File: src/rtl/ptb_pkg.sv
package ptb_pkg;

    localparam int CTRL_W = 16;
    localparam int PS_W   = 11;

    typedef enum logic [1:0] {
        MODE_UP   = 2'b00,
        MODE_DOWN = 2'b01,
        MODE_UPDN = 2'b10,
        MODE_HOLD = 2'b11
    } cnt_mode_e;

    typedef enum logic [1:0] {
        RUN_HALT_NEXT = 2'b00,
        RUN_HALT_WRAP = 2'b01,
        RUN_FREE      = 2'b10,
        RUN_FREE_ALT  = 2'b11
    } run_e;

    typedef enum logic [1:0] {
        SEL_CTRL   = 2'd0,
        SEL_PERIOD = 2'd1,
        SEL_CMPA   = 2'd2,
        SEL_CMPB   = 2'd3
    } reg_sel_e;

    typedef struct packed {
        run_e      run;
        logic [2:0] pow2_div;
        logic [2:0] hs_div;
        logic      imm_load;
        cnt_mode_e mode;
    } tb_ctrl_t;

    typedef struct packed {
        logic zero;
        logic period;
        logic cmpa_up;
        logic cmpb_up;
    } tb_events_t;

    localparam tb_ctrl_t CTRL_RESET = '{
        run:      RUN_HALT_NEXT,
        pow2_div: 3'd0,
        hs_div:   3'd0,
        imm_load: 1'b0,
        mode:     MODE_HOLD
    };

    function automatic tb_ctrl_t unpack_ctrl(input logic [CTRL_W-1:0] w);
        tb_ctrl_t c;
        c.run      = run_e'(w[15:14]);
        c.pow2_div = w[12:10];
        c.hs_div   = w[9:7];
        c.imm_load = w[3];
        c.mode     = cnt_mode_e'(w[1:0]);
        return c;
    endfunction

    function automatic logic [PS_W-1:0] prescale_ratio(input logic [2:0] p2,
                                                       input logic [2:0] hs);
        logic [PS_W-1:0] base;
        logic [PS_W-1:0] mult;
        base = PS_W'(1) << p2;
        mult = (hs == 3'd0) ? PS_W'(1) : PS_W'({hs, 1'b0});
        return PS_W'(base * mult);
    endfunction

endpackage

File: src/rtl/ptb_regs.sv
module ptb_regs
    import ptb_pkg::*;
#(
    parameter int CNT_W = 16
) (
    input  logic             clk,
    input  logic             rst,
    input  logic             we_i,
    input  reg_sel_e         sel_i,
    input  logic [CNT_W-1:0] data_i,
    input  logic             zero_load_i,
    output tb_ctrl_t         ctrl_o,
    output logic [CNT_W-1:0] prd_o,
    output logic [CNT_W-1:0] cmpa_o,
    output logic [CNT_W-1:0] cmpb_o
);

    tb_ctrl_t         ctrl_q;
    logic [CNT_W-1:0] prd_shd_q;
    logic [CNT_W-1:0] prd_act_q;
    logic [CNT_W-1:0] cmpa_q;
    logic [CNT_W-1:0] cmpb_q;

    always_ff @(posedge clk) begin
        if (rst) begin
            ctrl_q    <= CTRL_RESET;
            prd_shd_q <= '0;
            prd_act_q <= '0;
            cmpa_q    <= '0;
            cmpb_q    <= '0;
        end else begin
            if (we_i && sel_i == SEL_CTRL)
                ctrl_q <= unpack_ctrl(data_i[CTRL_W-1:0]);
            if (we_i && sel_i == SEL_CMPA)
                cmpa_q <= data_i;
            if (we_i && sel_i == SEL_CMPB)
                cmpb_q <= data_i;
            if (we_i && sel_i == SEL_PERIOD) begin
                prd_shd_q <= data_i;
                if (ctrl_q.imm_load)
                    prd_act_q <= data_i;
                else if (zero_load_i)
                    prd_act_q <= prd_shd_q;
            end else if (zero_load_i) begin
                prd_act_q <= prd_shd_q;
            end
        end
    end

    assign ctrl_o = ctrl_q;
    assign prd_o  = prd_act_q;
    assign cmpa_o = cmpa_q;
    assign cmpb_o = cmpb_q;

    AST_ACTIVE_PRD_STABLE: assert property (@(posedge clk) disable iff (rst)
        (!zero_load_i && !(we_i && sel_i == SEL_PERIOD)) |=> $stable(prd_act_q));

endmodule

File: src/rtl/ptb_prescaler.sv
module ptb_prescaler
    import ptb_pkg::*;
(
    input  logic            clk,
    input  logic            rst,
    input  logic [PS_W-1:0] ratio_i,
    output logic            tick_o
);

    logic [PS_W-1:0] pre_q;
    logic [PS_W-1:0] ratio_m1;

    assign ratio_m1 = ratio_i - PS_W'(1);
    assign tick_o   = (pre_q >= ratio_m1);

    always_ff @(posedge clk) begin
        if (rst)
            pre_q <= '0;
        else if (tick_o)
            pre_q <= '0;
        else
            pre_q <= pre_q + PS_W'(1);
    end

    AST_TICK_SPACING: assert property (@(posedge clk) disable iff (rst)
        (tick_o && ratio_m1 != '0) |=> (!tick_o || ratio_m1 == '0));

endmodule

File: src/rtl/ptb_counter.sv
module ptb_counter
    import ptb_pkg::*;
#(
    parameter int CNT_W = 16
) (
    input  logic             clk,
    input  logic             rst,
    input  logic             tick_i,
    input  cnt_mode_e        mode_i,
    input  run_e             run_i,
    input  logic [CNT_W-1:0] prd_i,
    input  logic [CNT_W-1:0] cmpa_i,
    input  logic [CNT_W-1:0] cmpb_i,
    output logic [CNT_W-1:0] cnt_o,
    output logic             dir_down_o,
    output tb_events_t       evt_o,
    output logic             zero_load_o
);

    logic [CNT_W-1:0] cnt_q;
    logic [CNT_W-1:0] nxt;
    logic             dn_q;
    logic             nxt_dn;
    logic             halted_q;
    logic             running;
    logic             step;
    logic             up_step;
    tb_events_t       evt_q;

    assign running = run_i[1] | ~halted_q;
    assign step    = tick_i & running & (mode_i != MODE_HOLD);
    assign up_step = (mode_i == MODE_UP) | ((mode_i == MODE_UPDN) & ~nxt_dn);

    always_comb begin
        nxt    = cnt_q;
        nxt_dn = dn_q;
        unique case (mode_i)
            MODE_UP: begin
                nxt_dn = 1'b0;
                nxt    = (cnt_q >= prd_i) ? '0 : cnt_q + CNT_W'(1);
            end
            MODE_DOWN: begin
                nxt_dn = 1'b1;
                nxt    = (cnt_q == '0) ? prd_i : cnt_q - CNT_W'(1);
            end
            MODE_UPDN: begin
                if (!dn_q) begin
                    if (cnt_q >= prd_i) begin
                        nxt_dn = 1'b1;
                        nxt    = (cnt_q == '0) ? '0 : cnt_q - CNT_W'(1);
                    end else begin
                        nxt = cnt_q + CNT_W'(1);
                    end
                end else begin
                    if (cnt_q == '0) begin
                        nxt_dn = 1'b0;
                        nxt    = (prd_i == '0) ? '0 : CNT_W'(1);
                    end else begin
                        nxt = cnt_q - CNT_W'(1);
                    end
                end
            end
            default: begin
                nxt    = cnt_q;
                nxt_dn = dn_q;
            end
        endcase
    end

    always_ff @(posedge clk) begin
        if (rst) begin
            cnt_q    <= '0;
            dn_q     <= 1'b0;
            halted_q <= 1'b1;
            evt_q    <= '0;
        end else begin
            evt_q <= '0;
            if (step) begin
                cnt_q         <= nxt;
                dn_q          <= nxt_dn;
                evt_q.zero    <= (nxt == '0);
                evt_q.period  <= (nxt == prd_i);
                evt_q.cmpa_up <= up_step & (nxt == cmpa_i);
                evt_q.cmpb_up <= up_step & (nxt == cmpb_i);
            end
            if (run_i[1])
                halted_q <= 1'b0;
            else if (step && (run_i == RUN_HALT_NEXT || nxt == '0))
                halted_q <= 1'b1;
        end
    end

    assign cnt_o       = cnt_q;
    assign dir_down_o  = dn_q;
    assign evt_o       = evt_q;
    assign zero_load_o = step & (nxt == '0);

    AST_FREEZE_HOLD: assert property (@(posedge clk) disable iff (rst)
        (mode_i == MODE_HOLD) |=> $stable(cnt_q));

    AST_DOWN_DIR: assert property (@(posedge clk) disable iff (rst)
        (step && mode_i == MODE_DOWN) |=> dn_q);

    AST_STOP_NEXT: assert property (@(posedge clk) disable iff (rst)
        (step && run_i == RUN_HALT_NEXT) |=> (!step || run_i[1]));

endmodule

File: src/rtl/ptb_time_base.sv
module ptb_time_base
    import ptb_pkg::*;
#(
    parameter int CNT_W = 16
) (
    input  logic             clk,
    input  logic             rst,
    input  logic             wr_en,
    input  logic [1:0]       wr_sel,
    input  logic [CNT_W-1:0] wr_data,
    output logic [CNT_W-1:0] count,
    output logic             dir_down,
    output logic             ev_zero,
    output logic             ev_period,
    output logic             ev_cmpa_up,
    output logic             ev_cmpb_up
);

    tb_ctrl_t         ctrl;
    logic [CNT_W-1:0] prd_act;
    logic [CNT_W-1:0] cmpa;
    logic [CNT_W-1:0] cmpb;
    logic [PS_W-1:0]  ratio;
    logic             tick;
    logic             zero_load;
    tb_events_t       evt;

    ptb_regs #(.CNT_W(CNT_W)) u_regs (
        .clk         (clk),
        .rst         (rst),
        .we_i        (wr_en),
        .sel_i       (reg_sel_e'(wr_sel)),
        .data_i      (wr_data),
        .zero_load_i (zero_load),
        .ctrl_o      (ctrl),
        .prd_o       (prd_act),
        .cmpa_o      (cmpa),
        .cmpb_o      (cmpb)
    );

    assign ratio = prescale_ratio(ctrl.pow2_div, ctrl.hs_div);

    ptb_prescaler u_pre (
        .clk     (clk),
        .rst     (rst),
        .ratio_i (ratio),
        .tick_o  (tick)
    );

    ptb_counter #(.CNT_W(CNT_W)) u_cnt (
        .clk         (clk),
        .rst         (rst),
        .tick_i      (tick),
        .mode_i      (ctrl.mode),
        .run_i       (ctrl.run),
        .prd_i       (prd_act),
        .cmpa_i      (cmpa),
        .cmpb_i      (cmpb),
        .cnt_o       (count),
        .dir_down_o  (dir_down),
        .evt_o       (evt),
        .zero_load_o (zero_load)
    );

    assign ev_zero    = evt.zero;
    assign ev_period  = evt.period;
    assign ev_cmpa_up = evt.cmpa_up;
    assign ev_cmpb_up = evt.cmpb_up;

    AST_ZERO_EVT: assert property (@(posedge clk) disable iff (rst)
        ev_zero |-> (count == '0));

    AST_PRD_EVT: assert property (@(posedge clk) disable iff (rst)
        (ev_period && !$past(wr_en)) |-> (count == prd_act));

    AST_CMP_UP_ONLY: assert property (@(posedge clk) disable iff (rst)
        (ev_cmpa_up || ev_cmpb_up) |-> !dir_down);

endmodule

File: config.mk
export PLATFORM = sky130hd
export DESIGN_NAME = ptb_time_base
export DESIGN_NICKNAME = d
export VERILOG_FILES = /design/src/rtl/ptb_pkg.sv /design/src/rtl/ptb_regs.sv /design/src/rtl/ptb_prescaler.sv /design/src/rtl/ptb_counter.sv /design/src/rtl/ptb_time_base.sv
export SDC_FILE = /design/constraint.sdc
export NUM_CORES = 1
export LEC_CHECK = 0
export BUFFER_PORTS_ARGS = -buffer_cell sky130_fd_sc_hd__clkbuf_2
export CAP_MARGIN = 20
export CORE_UTILIZATION = 55
export CTS_CLUSTER_SIZE = 30
export DETAILED_ROUTE_END_ITERATION = 8
export PLACE_DENSITY = 0.73
export SETUP_SLACK_MARGIN = 0.5
export SLEW_MARGIN = 20
export SYNTH_ARGS = -nofsm -noshare
export SYNTH_HDL_FRONTEND = slang
export SYNTH_SLANG_ARGS = --single-unit
File: constraint.sdc
create_clock -name clk -period 11.6 [get_ports clk]
set_input_delay 1.74 -clock clk [delete_from_list [all_inputs] [get_ports clk]]
set_output_delay 1.74 -clock clk [all_outputs]
set_load 0.01 [all_outputs]
## Word-level counts from Yosys, hierarchy flattened

Cells that the tools add are included.
W data, S select, Z words.

- Memory bits (read-only): 0
- Output and inout bits: 21
- Input port bits: 21
- Word-level logic and storage cells: 79
- Latch bits: 0
- Register bits after elaboration: 108
- RAM bits: 0
- Memories kept: 0

- Multiply operators: 1
- Magnitude comparators: 2
- Divide/modulo/power cells: 0
- Add/subtract/negate cells: 4
- Reductions and logical operators: 16
- Shifts and indexed selects: 1
- Bitwise operators: 11
- Equality and inequality tests: 9
- Multiplexer cells: 18

Operator list:

| operator | count |
|---|---|
| $mux W16 | 9 |
| $eq A16 B16 Y1 | 3 |
| $logic_not A16 Y1 | 3 |
| $pmux W16 S3 | 1 |
| $add A16 B1 Y16 const B | 1 |
| $ge A16 B16 Y1 | 1 |
| $sub A16 B1 Y16 const B | 1 |
| $add A11 B1 Y11 const B | 1 |
| $ge A11 B11 Y1 | 1 |
| $mul A11 B4 Y11 | 1 |
| $shl A1 B3 Y11 const A | 1 |
| $sub A11 B1 Y11 const B | 1 |
| $and A1 B1 Y1 | 6 |
| $eq A2 B2 Y1 const B | 3 |
| $logic_not A2 Y1 | 3 |
| $mux W1 | 6 |
| $logic_and A1 B1 Y1 | 5 |
| $eq A2 B1 Y1 const B | 2 |
| $mux W4 | 1 |
| $reduce_or A2 Y1 | 2 |
| $logic_not A3 Y1 | 1 |
| $not A1 Y1 | 3 |
| $pmux W1 S3 | 1 |
| $ne A2 B2 Y1 const B | 1 |
| other kinds (3) | 4 |

## Longest topological paths before layout

Gate-level depths: netlist of run 1.

- Depth after elaboration: 11
- Depth in mapped cells: 30
- Depth with buffers taken out: 27

## By module

From an unflattened synthesis of run 1, not the netlist that was laid out.

- Cells, all modules: 1,040
- Area, all modules: 8,265.4 um^2

By module, submodules not included:

| module | cells each | seq. area each (um^2) | times used | area each (um^2) |
|---|---|---|---|---|
| ptb_counter | 472 | 440.4 | 1 | 3,415.8 |
| ptb_regs | 336 | 1,501.4 | 1 | 2,857.7 |
| ptb_prescaler | 107 | 220.2 | 1 | 1,057.3 |
| ptb_time_base | 125 | 0.0 | 1 | 934.6 |

## Worst setup path after synthesis of run 1

Ideal clock, no wire load.

- Path kind: register to register
- From: reg u_regs.ctrl_q (netlist bit u_regs.ctrl_o[6])
- To: reg u_cnt.cnt_q[12], in the netlist u_cnt.cnt_o[12]
- Period minus slack after synthesis: 5.758 ns
- Setup time: 0.086 ns
- Data required time: 11.514 ns
- Buffers on the path: 4
- Path slack: 5.842 ns
- Stages on the path, launching flop included: 29
- Data arrival time: 5.672 ns
- Cells stage by stage: dfxtp_1 > clkbuf_1 > nor2b_1 > nand2_1 > ha_1 > inv_1 > fa_1 > inv_1 > fa_1 > inv_1 > ha_1 > inv_1 > o21ai_0 > a21oi_1 > nor2b_1 > o21a_1 > o21ai_0 > nand2b_1 > a21oi_1 > xnor2_1 > ha_1 > a2111o_1 > a211oi_1 > o21ai_0 > and2_1 > clkbuf_1 > clkbuf_1 > clkbuf_1 > a211oi_1

- Cells in the longest elaborated chain, start to end: 6

Ends and longest elaborated chain:

| what | line | source |
|---|---|---|
| from (decl) | ptb_regs.sv:18 | `tb_ctrl_t ctrl_q;` |
| from (signal assigned) | ptb_regs.sv:33 | `ctrl_q <= unpack_ctrl(data_i[CTRL_W-1:0]);` |
| $shl A1 B3 Y11 | ptb_pkg.sv:64 | `base = PS_W'(1) << p2;` |
| $mul A11 B4 Y11 | ptb_pkg.sv:66 | `return PS_W'(base * mult);` |
| $sub A11 B1 Y11 | ptb_prescaler.sv:13 | `assign ratio_m1 = ratio_i - PS_W'(1);` |
| $ge A11 B11 Y1 | ptb_prescaler.sv:14 | `assign tick_o = (pre_q >= ratio_m1);` |
| $and A1 B1 Y1 (2 in a row) | ptb_counter.sv:31 | `assign step = tick_i & running & (mode_i != MODE_HOLD);` |
| to (signal assigned) | ptb_counter.sv:79 | `cnt_q <= nxt;` |
| to (decl) | ptb_counter.sv:20 | `logic [CNT_W-1:0] cnt_q;` |

Every way passes these cells.
A chain may end at the register's enable or synchronous reset.

## Worst setup path in the final report of run 1

- From: reg u_regs.ctrl_q (netlist bit u_regs.ctrl_o[7])
- To: reg u_regs.prd_act_q[15], in the netlist u_regs.prd_o[15]

- Cells in the longest elaborated chain, start to end: 10

Ends and longest elaborated chain:

| what | line | source |
|---|---|---|
| $shl A1 B3 Y11 (*) | ptb_pkg.sv:64 |  |
| $mul A11 B4 Y11 (*) | ptb_pkg.sv:66 |  |
| $sub A11 B1 Y11 (*) | ptb_prescaler.sv:13 |  |
| $ge A11 B11 Y1 (*) | ptb_prescaler.sv:14 |  |
| $and A1 B1 Y1 (*) (2 in a row) | ptb_counter.sv:31 |  |
| $and A1 B1 Y1 (*) | ptb_counter.sv:96 | `assign zero_load_o = step & (nxt == '0);` |
| $mux W16 (*) | - |  |
| $mux W16 | - |  |
| $mux W16 (*) | - |  |
| to (signal assigned) | ptb_regs.sv:41 | `prd_act_q <= data_i;` |
| to (signal assigned) | ptb_regs.sv:43 | `prd_act_q <= prd_shd_q;` |
| to (signal assigned) | ptb_regs.sv:45 | `prd_act_q <= prd_shd_q;` |
| to (decl) | ptb_regs.sv:20 | `logic [CNT_W-1:0] prd_act_q;` |

Every way passes the cells marked *; elsewhere a longest branch is shown, timed or not.

==> metrics.yaml, run 1 <==
max_slew_margin_pct: 32.8
power_frac_clock_pct: 35.5
synth-seq-cells: 108
tns_ns: 0
synth_area_leaders: "dfxtp_1, ha_1, nand2_1"
r2r_slack_ns: 5.39
synth_top_area_share_pct: 26.1
dp_hpwl_um: 17000
grt_start_max_net_pins: 97
grt-busiest-layer: "met1"
netlist_area_um2: 8280
dieArea_um2: 15600
port_buffers: 41
drive_gt1_share_pct: 9.26
fin_crit_sh_pct: 53.6
crit_start: "u_regs.ctrl_o[7]$_SDFFE_PP0P_"
cts_resized: 0
vias_per_cell: 6.20
drtIter0Drc: 987
rows: 44
holdPathEnd: "u_regs.ctrl_o[9]$_SDFFE_PP0P_"
grt_pass1_wl_um: 37700
finalClockSkew_ns: 0.00696
start_util_pct: 56.8
startpoint_type: "flip-flop"
max_slew.worst_pin.slew_ns: 1.01
final-max-slew-violation-count: 0
ant_nets: 0
switchingPower_uw: 235
clk_pin_slew_ns: 0.07
reg2reg_to: "u_regs.prd_o[15]$_SDFF_PP0_"
power.density_nw_per_um2: 93.9
fmax_mhz: 161
insertion_delay_ns: 0.34
grt_use_met1_pct: 45.2
period_needed_ns: 6.21
synthTopCellsByCount: "nand2_1, dfxtp_1, nor2_1"
synth-edff-count: 0
layout-area-overhead-vs-synth_pct: 5.35
cap_violations: 0
grt_pass1_vias: 6866
clk_path_buf_depth: 2
drc: 0
crit_path_max_fanout: 42
hold_depth: 2
ys_seq_area_share_pct: 26.1
cts_hold_buf: 0
crit_path_frequent_cell: "inv_1"
hold_slack_ns: 0.450
core_area_um2: 14600
p_sw_share_pct: 28.7
overflow: 0
cp_slowest_cell: "dfxtp_1"
num_io_pins: 42
setup_ws_ns: 5.39
met2_usage_pct: 44.7
grt_use_total_pct: 30.0
p_int_uw: 584
die_w_um: 125
ff2ff_path_depth: 26
gr-usage-met3_pct: 2.88
crit_type: "flip-flop to flip-flop"
ys.flop_type: "dfxtp_1"
status: "completed"
cts_tree: "done"
setup_viol: 0
cts_setup_buffers: 0
die_h_um: 125
cts_sinks: 108
seq_power_share_pct: 47.2
ir_drop_mv: 0.0940
fin_total_pwr_uw: 819
cts_max_level: 3
gp_congestion: 0.897
critPathMaxStageDelay_ns: 0.54
cts_root_buffer: "clkbuf_16"
antenna_found_initial: 0
first_pass_iters: 5
post_drt_wl_per_cell_um: 18.6
synth_cell_types: 85
combPwrFrac_pct: 17.2
rsz0062_at_grt: "no"
diodes: 0
synth_cells: 1080
worstPathRequired_ns: 11.85
arrival_ns: 6.46
syn_area_per_cell_um2: 7.67
hold_viol: 0
fillers: 1373
leakage_nw: 3.49
fin_nets: 1149
synth_async_sr_flop_share_pct: 0
numCtsBuffers: 9
pre_cts_ws_ns: 5.46
fin_util_pct: 59.8
synth_area_leader_cell: "dfxtp_1"
yosys_warnings: 0
post-synth-top-count-cell: "nand2_1"
hold_start: "u_regs.ctrl_o[9]$_SDFFE_PP0P_"
synth_nets: 1165
wl_um: 23300
rr_startpoint: "u_regs.ctrl_o[7]$_SDFFE_PP0P_"
hold_path.class: "flip-flop to flip-flop"
cp-end-kind: "flip-flop"
vias: 7774
==> per-stage QoR <==
stage,cell area (µm²),std cells
after floorplan,8280,1080
after global placement,8430,1236
after detailed placement,8440,1237
after CTS,8720,1253
after global routing,8720,1253
final,8720,1253
==> critical path: cells and delay by family (launching register included) <==
kind	cells	cell delay, ns
compound gates	10	2.20
xor+xnor	1	0.10
fa+ha+maj	5	1.89
buf+inv	5	0.48
flops	1	0.54
simple gates	5	0.87
==> how the worst max path moves through the flow <==
stage | end | slack (ns) | cells after the start
after detailed placement | u_regs.prd_o[15]$_SDFF_PP0_ | 5.46 | 26
final | u_regs.prd_o[15]$_SDFF_PP0_ | 5.39 | 26
after global routing | u_regs.prd_o[15]$_SDFF_PP0_ | 4.95 | 26
after CTS | u_regs.prd_o[15]$_SDFF_PP0_ | 5.43 | 26
after floorplan | u_cnt.cnt_o[12]$_SDFFE_PP0N_ | 5.84 | 28
after global placement | u_regs.prd_o[15]$_SDFF_PP0_ | 5.64 | 26
==> cells by family (layout without fill, tap and decap cells) <==
family	count (synthesis)	count (layout)	share of synthesized area [%]
adders and majority gates	64	64	10.8
xor gates and xnor gates	78	78	8.25
and+or+nand+nor	455	455	27.8
buffers and inverters	136	125	6.83
DFF	108	108	26.1
AOI/OAI and AO/OA	231	231	19.2
muxes	8	8	0.997
==> power groups by stage <==
stage | Combinational [mW] | Sequential (mW) | Clock, mW
final | 0.141 | 0.387 | 0.291
after floorplan | 0.105 | 0.392 | 0
after global routing | 0.157 | 0.388 | 0.311
after CTS | 0.140 | 0.386 | 0.295
after detailed placement | 0.138 | 0.395 | 0
after global placement | 0.138 | 0.395 | 0
==> metal layers <==
| layer | vias to the layer above | part of all wire, % |
|---|---|---|
| li1 | 3767 | - |
| met5 | - | 0 |
| met1 | 3615 | 47 |
| met4 | 0 | 2.0 |
| met2 | 353 | 43 |
| met3 | 39 | 7.8 |
==> state kept, by name (all words and copies together), names as in the netlist <==
name              flops
u_cnt.cnt_o          16
u_regs.cmpa_o        16
u_regs.cmpb_o        16
u_regs.prd_o         16
u_regs.prd_shd_q     16
u_pre.pre_q          11
u_regs.ctrl_o        11
u_cnt.evt_o           4
u_cnt.dir_down_o      1
u_cnt.halted_q        1
==> area by class of cell <==
type	count	area, µm²	area share, %
Clock inverter	4	33.8	0.387
Tap cell	184	230	2.64
Multi-Input combinational cell	836	5550	63.7
Inverter	60	225	2.58
Clock buffer	12	246	2.83
Timing Repair Buffer	49	273	3.13
Sequential cell	108	2160	24.8
==> placed cells by master, fill, tap and decap left out, types with 15 or more instances in the layout <==
cell type and instances:
nand2_1 162, dfxtp_1 108, nor2_1 95, a21oi_1 89
inv_1 59, ha_1 51, xnor2_1 45, clkbuf_2 40
nand3_1 37, xor2_1 33, nor3_1 26, o21ai_0 24
and4_1 20, a211oi_1 19, nand4_1 18, and3_1 18
o21bai_1 15
Power figures use the tool's default switching activity.
==> inputs of run 2 (changes only) <==
--- a/config.mk
+++ b/config.mk
@@ -10,7 +10,7 @@
 export CORE_UTILIZATION = 55
 export CTS_CLUSTER_SIZE = 30
 export DETAILED_ROUTE_END_ITERATION = 8
-export PLACE_DENSITY = 0.73
+export PLACE_DENSITY = 0.76
 export SETUP_SLACK_MARGIN = 0.5
 export SLEW_MARGIN = 20
 export SYNTH_ARGS = -nofsm -noshare
==> constraint.sdc (replaced) <==
create_clock -name clk -period 5.6 [get_ports clk]
set_input_delay 0.84 -clock clk [delete_from_list [all_inputs] [get_ports clk]]
set_output_delay 0.84 -clock clk [all_outputs]
set_load 0.01 [all_outputs]
==> run 2 against run 1 <==
  * Global-route usage rose by 3.3 points
  * Die area did not move
  * Sequential share of layout area fell by 2.0 points
  * Critical path type unchanged
  * Critical endpoint is now u_regs.prd_o[14]$_SDFF_PP0_
  * Largest power group unchanged
==> metrics.yaml, run 2 (same netlist as run 1, synthesis figures left out) <==
status: "completed"
num_io_pins: 42
ant_nets: 0
dieArea_um2: 15600
worstPathRequired_ns: 5.85
max_slew.worst_pin.slew_ns: 0.864
rows: 44
fin_nets: 1196
layout-area-overhead-vs-synth_pct: 15.4
stdcell_area_um2: 9560
arrival_ns: 5.45
grt_use_total_pct: 33.3
fin_crit_sh_pct: 92.9
drtIter0Drc: 900
hold_viol: 0
place_area_um2: 8700
overflow: 0
die_w_um: 125
hold_path.class: "flip-flop to flip-flop"
final-max-slew-violation-count: 0
grt_pass1_vias: 7484
antenna_found_initial: 0
fin_total_pwr_mw: 1.82
startpoint_type: "flip-flop"
gp_congestion: 0.986
switchingPower_uw: 528
fin_util_pct: 65.5
setup_ws_ns: 0.397
drc: 0
p_sw_share_pct: 29.0
insertion_delay_ns: 0.35
mostFrequentLayoutCell: "nand2_1"
placedCellCount: 1264
hold_slack_ns: 0.460
drive_gt1_share_pct: 19.3
fin_cells: 1300
cts_sinks: 108
die_h_um: 125
crit_type: "flip-flop to flip-flop"
rsz0062_at_grt: "yes"
finalClockSkew_ns: 0.00904
core_area_um2: 14600
cts_root_buffer: "clkbuf_16"
port_buffers: 41
numCtsBuffers: 9
grt_pass1_wl_um: 41100
clk_path_buf_depth: 2
cap_violations: 0
fmax_mhz: 192
max_slew_margin_pct: 42.4
combPwrFrac_pct: 19.6
r2r_slack_ns: 0.40
vias: 8239
post_drt_wl_per_cell_um: 20.3
first_pass_iters: 5
start_util_pct: 56.8
pre_cts_ws_ns: 0.187
ir_drop_mv: 0.199
final_cell_mix: "nand2_1, dfxtp_1, a21oi_1"
seq_power_share_pct: 43.9
setup_viol: 0
vias_per_cell: 6.34
p_int_mw: 1.29
period_needed_ns: 5.20
cts_tree: "done"
clk_pin_slew_ns: 0.07
grt_start_max_net_pins: 47
wl_um: 26500
leakage_nw: 3.81
crit_path_max_fanout: 7
cts_max_level: 3
diodes: 0
tns_ns: 0
cp-end-kind: "flip-flop"
dp_hpwl_um: 18500
power_frac_clock_pct: 36.5
power.density_nw_per_um2: 191
## run 2: cell types whose count changed in the layout (fill, tap and decap cells not counted), moves of 7 or more
cell,delta
a211oi_1,-7
a211oi_2,+7
buf_4,+37
nor2_1,-19
nor2_2,+12
nor2_4,+7
## run 2: final cells by class
class                   instances  area (µm²)
fillers                      1216        5030
well taps                     184         230
flip-flops and latches        108        2170
inverters                      60         228
clock buffers                  11         243
repair buffers                 94         703
multi-input cells             838        5920
clock inverters                 5        65.1
## run 2: power by group through the flow
stage / clock [mW] / sequential, mW / combinational, mW
2_1_floorplan: 0 / 0.813 / 0.229
3_3_place_gp: 0 / 0.816 / 0.303
3_5_place_dp: 0 / 0.817 / 0.307
4_1_cts: 0.668 / 0.799 / 0.323
5_1_grt: 0.702 / 0.801 / 0.393
6_report: 0.665 / 0.799 / 0.358
## run 2: worst paths after layout
| check | cells past startpoint | end | start |
|---|---|---|---|
| worst max-delay path | 25 | u_regs.prd_o[14]$_SDFF_PP0_ | u_regs.ctrl_o[7]$_SDFFE_PP0P_ |
| worst max register to register | 25 | u_regs.prd_o[14]$_SDFF_PP0_ | u_regs.ctrl_o[7]$_SDFFE_PP0P_ |
| worst min register to register | 2 | u_regs.prd_shd_q[2]$_SDFFE_PP0P_ | u_regs.prd_shd_q[2]$_SDFFE_PP0P_ |
| worst min-delay path | 2 | u_regs.prd_shd_q[2]$_SDFFE_PP0P_ | u_regs.prd_shd_q[2]$_SDFFE_PP0P_ |
## run 2: worst max-delay path, cell delays in order (launching register included)
cell	delay, ns
dfxtp_4	0.36
buf_8	0.13
nor2b_4	0.13
nand2_2	0.07
ha_4	0.26
inv_2	0.03
fa_1	0.56
inv_2	0.04
fa_1	0.55
inv_2	0.05
ha_4	0.22
inv_4	0.05
o21ai_2	0.06
a21oi_2	0.18
nor2b_1	0.07
o21a_1	0.18
or3_1	0.31
nand2_1	0.07
ha_1	0.23
a2111o_1	0.40
o211ai_1	0.27
o21ai_2	0.11
and2_4	0.20
buf_12	0.14
and4_1	0.16
a311oi_2	0.26
## run 2: timing repair
action	CTS	global route
buffers inserted	10	6
hold buffers	0	0
endpoints found under the setup margin	38	48
pin swaps	11	26
resized for setup	16	66
gates cloned	1	3
## run 2: routing by layer
metal / global-route usage, % / share of wire [%]
met1: 42.4 / 41
met2: 55.3 / 47
met3: 5.20 / 7.3
met4: 14.7 / 4.2
met5: 0 / 0
==> inputs of run 3 (changes only) <==
--- a/config.mk
+++ b/config.mk
@@ -6,8 +6,8 @@
 export NUM_CORES = 1
 export LEC_CHECK = 0
 export BUFFER_PORTS_ARGS = -buffer_cell sky130_fd_sc_hd__clkbuf_2
-export CAP_MARGIN = 20
 export CORE_UTILIZATION = 55
+export CTS_BUF_LIST = sky130_fd_sc_hd__clkbuf_16
 export CTS_CLUSTER_SIZE = 30
 export DETAILED_ROUTE_END_ITERATION = 8
 export PLACE_DENSITY = 0.76
==> run 3 against run 2 <==
  * Register-to-register slack barely moved
  * First-iteration DRC count rose by 3.6%
  * Worst hold slack barely moved
  * Non-clock buffer count did not move
  * Combinational power barely moved
==> metrics.yaml, run 3 (same netlist as run 1, synthesis figures left out) <==
antenna_found_initial: 0
clk_pin_slew_ns: 0.07
cp_slowest_cell: "fa_1"
cap_violations: 0
vias_per_cell: 6.31
crit_type: "flip-flop to flip-flop"
ff2ff_path_depth: 25
fin_crit_sh_pct: 92.9
rows: 44
setup_viol: 0
cts_tree: "done"
diodes: 0
drtIter0Drc: 932
post_drt_wl_per_cell_um: 20.4
leakage_nw: 3.81
cts_root_buffer: "clkbuf_16"
fillers: 1219
hold_depth: 2
power.density_nw_per_um2: 189
max_slew_margin_pct: 43.7
period_needed_ns: 5.20
final-max-slew-violation-count: 0
cts_max_level: 3
critPathMaxStageDelay_ns: 0.56
gp_congestion: 0.986
clk_path_buf_depth: 2
die_w_um: 125
crit_cells: 25
status: "completed"
max_slew.worst_pin.slew_ns: 0.845
drc: 0
setup_ws_ns: 0.399
startpoint_type: "flip-flop"
place_area_um2: 8700
finalClockSkew_ns: 0.00843
num_io_pins: 42
core_area_um2: 14600
vias: 8197
arrival_ns: 5.45
fin_cells: 1300
hold_path.class: "flip-flop to flip-flop"
layout-area-overhead-vs-synth_pct: 15.4
crit_path_max_fanout: 7
hold_slack_ns: 0.460
crit_path_frequent_cell: "inv_2"
cts_sinks: 108
drive_gt1_share_pct: 19.2
placedCellCount: 1264
numCtsBuffers: 9
mostFrequentLayoutCell: "nand2_1"
rsz0062_at_grt: "yes"
path_buf_inv: 6
cts_hold_buf: 0
insertion_delay_ns: 0.35
dieArea_um2: 15600
fmax_mhz: 192
grt_start_max_net_pins: 47
fin_nets: 1196
grt_pass1_wl_um: 41100
cp-end-kind: "flip-flop"
first_pass_iters: 5
hold_viol: 0
worstPathRequired_ns: 5.85
dp_hpwl_um: 18500
final_cell_mix: "nand2_1, dfxtp_1, a21oi_1"
stdcell_area_um2: 9560
die_h_um: 125
tns_ns: 0
fin_total_pwr_mw: 1.81
fin_util_pct: 65.5
port_buffers: 41
ant_nets: 0
grt_use_total_pct: 33.3
start_util_pct: 56.8
overflow: 0
cp_top_family: "adder cells"
grt_pass1_vias: 7483
pre_cts_ws_ns: 0.187
ir_drop_mv: 0.201
wl_um: 26500
-- run 3: cell count changes in the layout (fill, tap and decap cells not counted) --
cell      change
clkbuf_8      -1
clkbuf_1      -1
a211oi_2      -1
a211oi_4      +1
inv_1         +1
clkinv_1      +1
-- run 3: layer usage --
| metal | wire length, µm | track usage, % | part of all wire, % |
|---|---|---|---|
| met5 | 0 | 0 | 0 |
| met4 | 1040 | 14.5 | 3.9 |
| met3 | 1890 | 5.20 | 7.1 |
| met2 | 12800 | 55.3 | 48 |
| met1 | 10800 | 42.5 | 41 |
-- run 3: worst paths after layout --
check	slack (ns)	end	start
min	0.46	u_regs.prd_shd_q[2]$_SDFFE_PP0P_	u_regs.prd_shd_q[2]$_SDFFE_PP0P_
max	0.40	u_regs.prd_o[14]$_SDFF_PP0_	u_regs.ctrl_o[7]$_SDFFE_PP0P_
max reg2reg	0.40	u_regs.prd_o[14]$_SDFF_PP0_	u_regs.ctrl_o[7]$_SDFFE_PP0P_
min reg2reg	0.46	u_regs.prd_shd_q[2]$_SDFFE_PP0P_	u_regs.prd_shd_q[2]$_SDFFE_PP0P_
-- run 3: worst reg2reg max path, delay by kind of cell, from the launching register on --
kind | cells | cell delay, ns
adder cells (fa/ha/maj) | 5 | 1.82
AO/OA/AOI/OAI | 7 | 1.46
AND/OR/NAND/NOR | 7 | 1.01
buffers and inverters | 6 | 0.46
flip-flops | 1 | 0.36
-- run 3: where the power goes --
part | switching [mW] | leakage (nW) | internal, mW
combinational | 0.214 | 2.78 | 0.144
sequential | 0.0150 | 0.878 | 0.784
clock | 0.298 | 0.150 | 0.351
-- run 3: area by class of cell --
class,count,area [µm²],area share (%)
Multi-Input combinational cell,838,5920,62.0
Clock inverter,7,72.6,0.759
Sequential cell,108,2170,22.8
Inverter,60,228,2.38
Timing Repair Buffer,94,703,7.36
Tap cell,184,230,2.41
Clock buffer,9,225,2.36
-- run 3: repair_timing --
action                                  in CTS  in global routing
setup buffers                               10                  6
cloned                                       1                  3
hold endpoints to repair                     0                  0
resized for setup                           16                 67
pin swaps                                   11                 26
endpoints found under the setup margin      38                 48
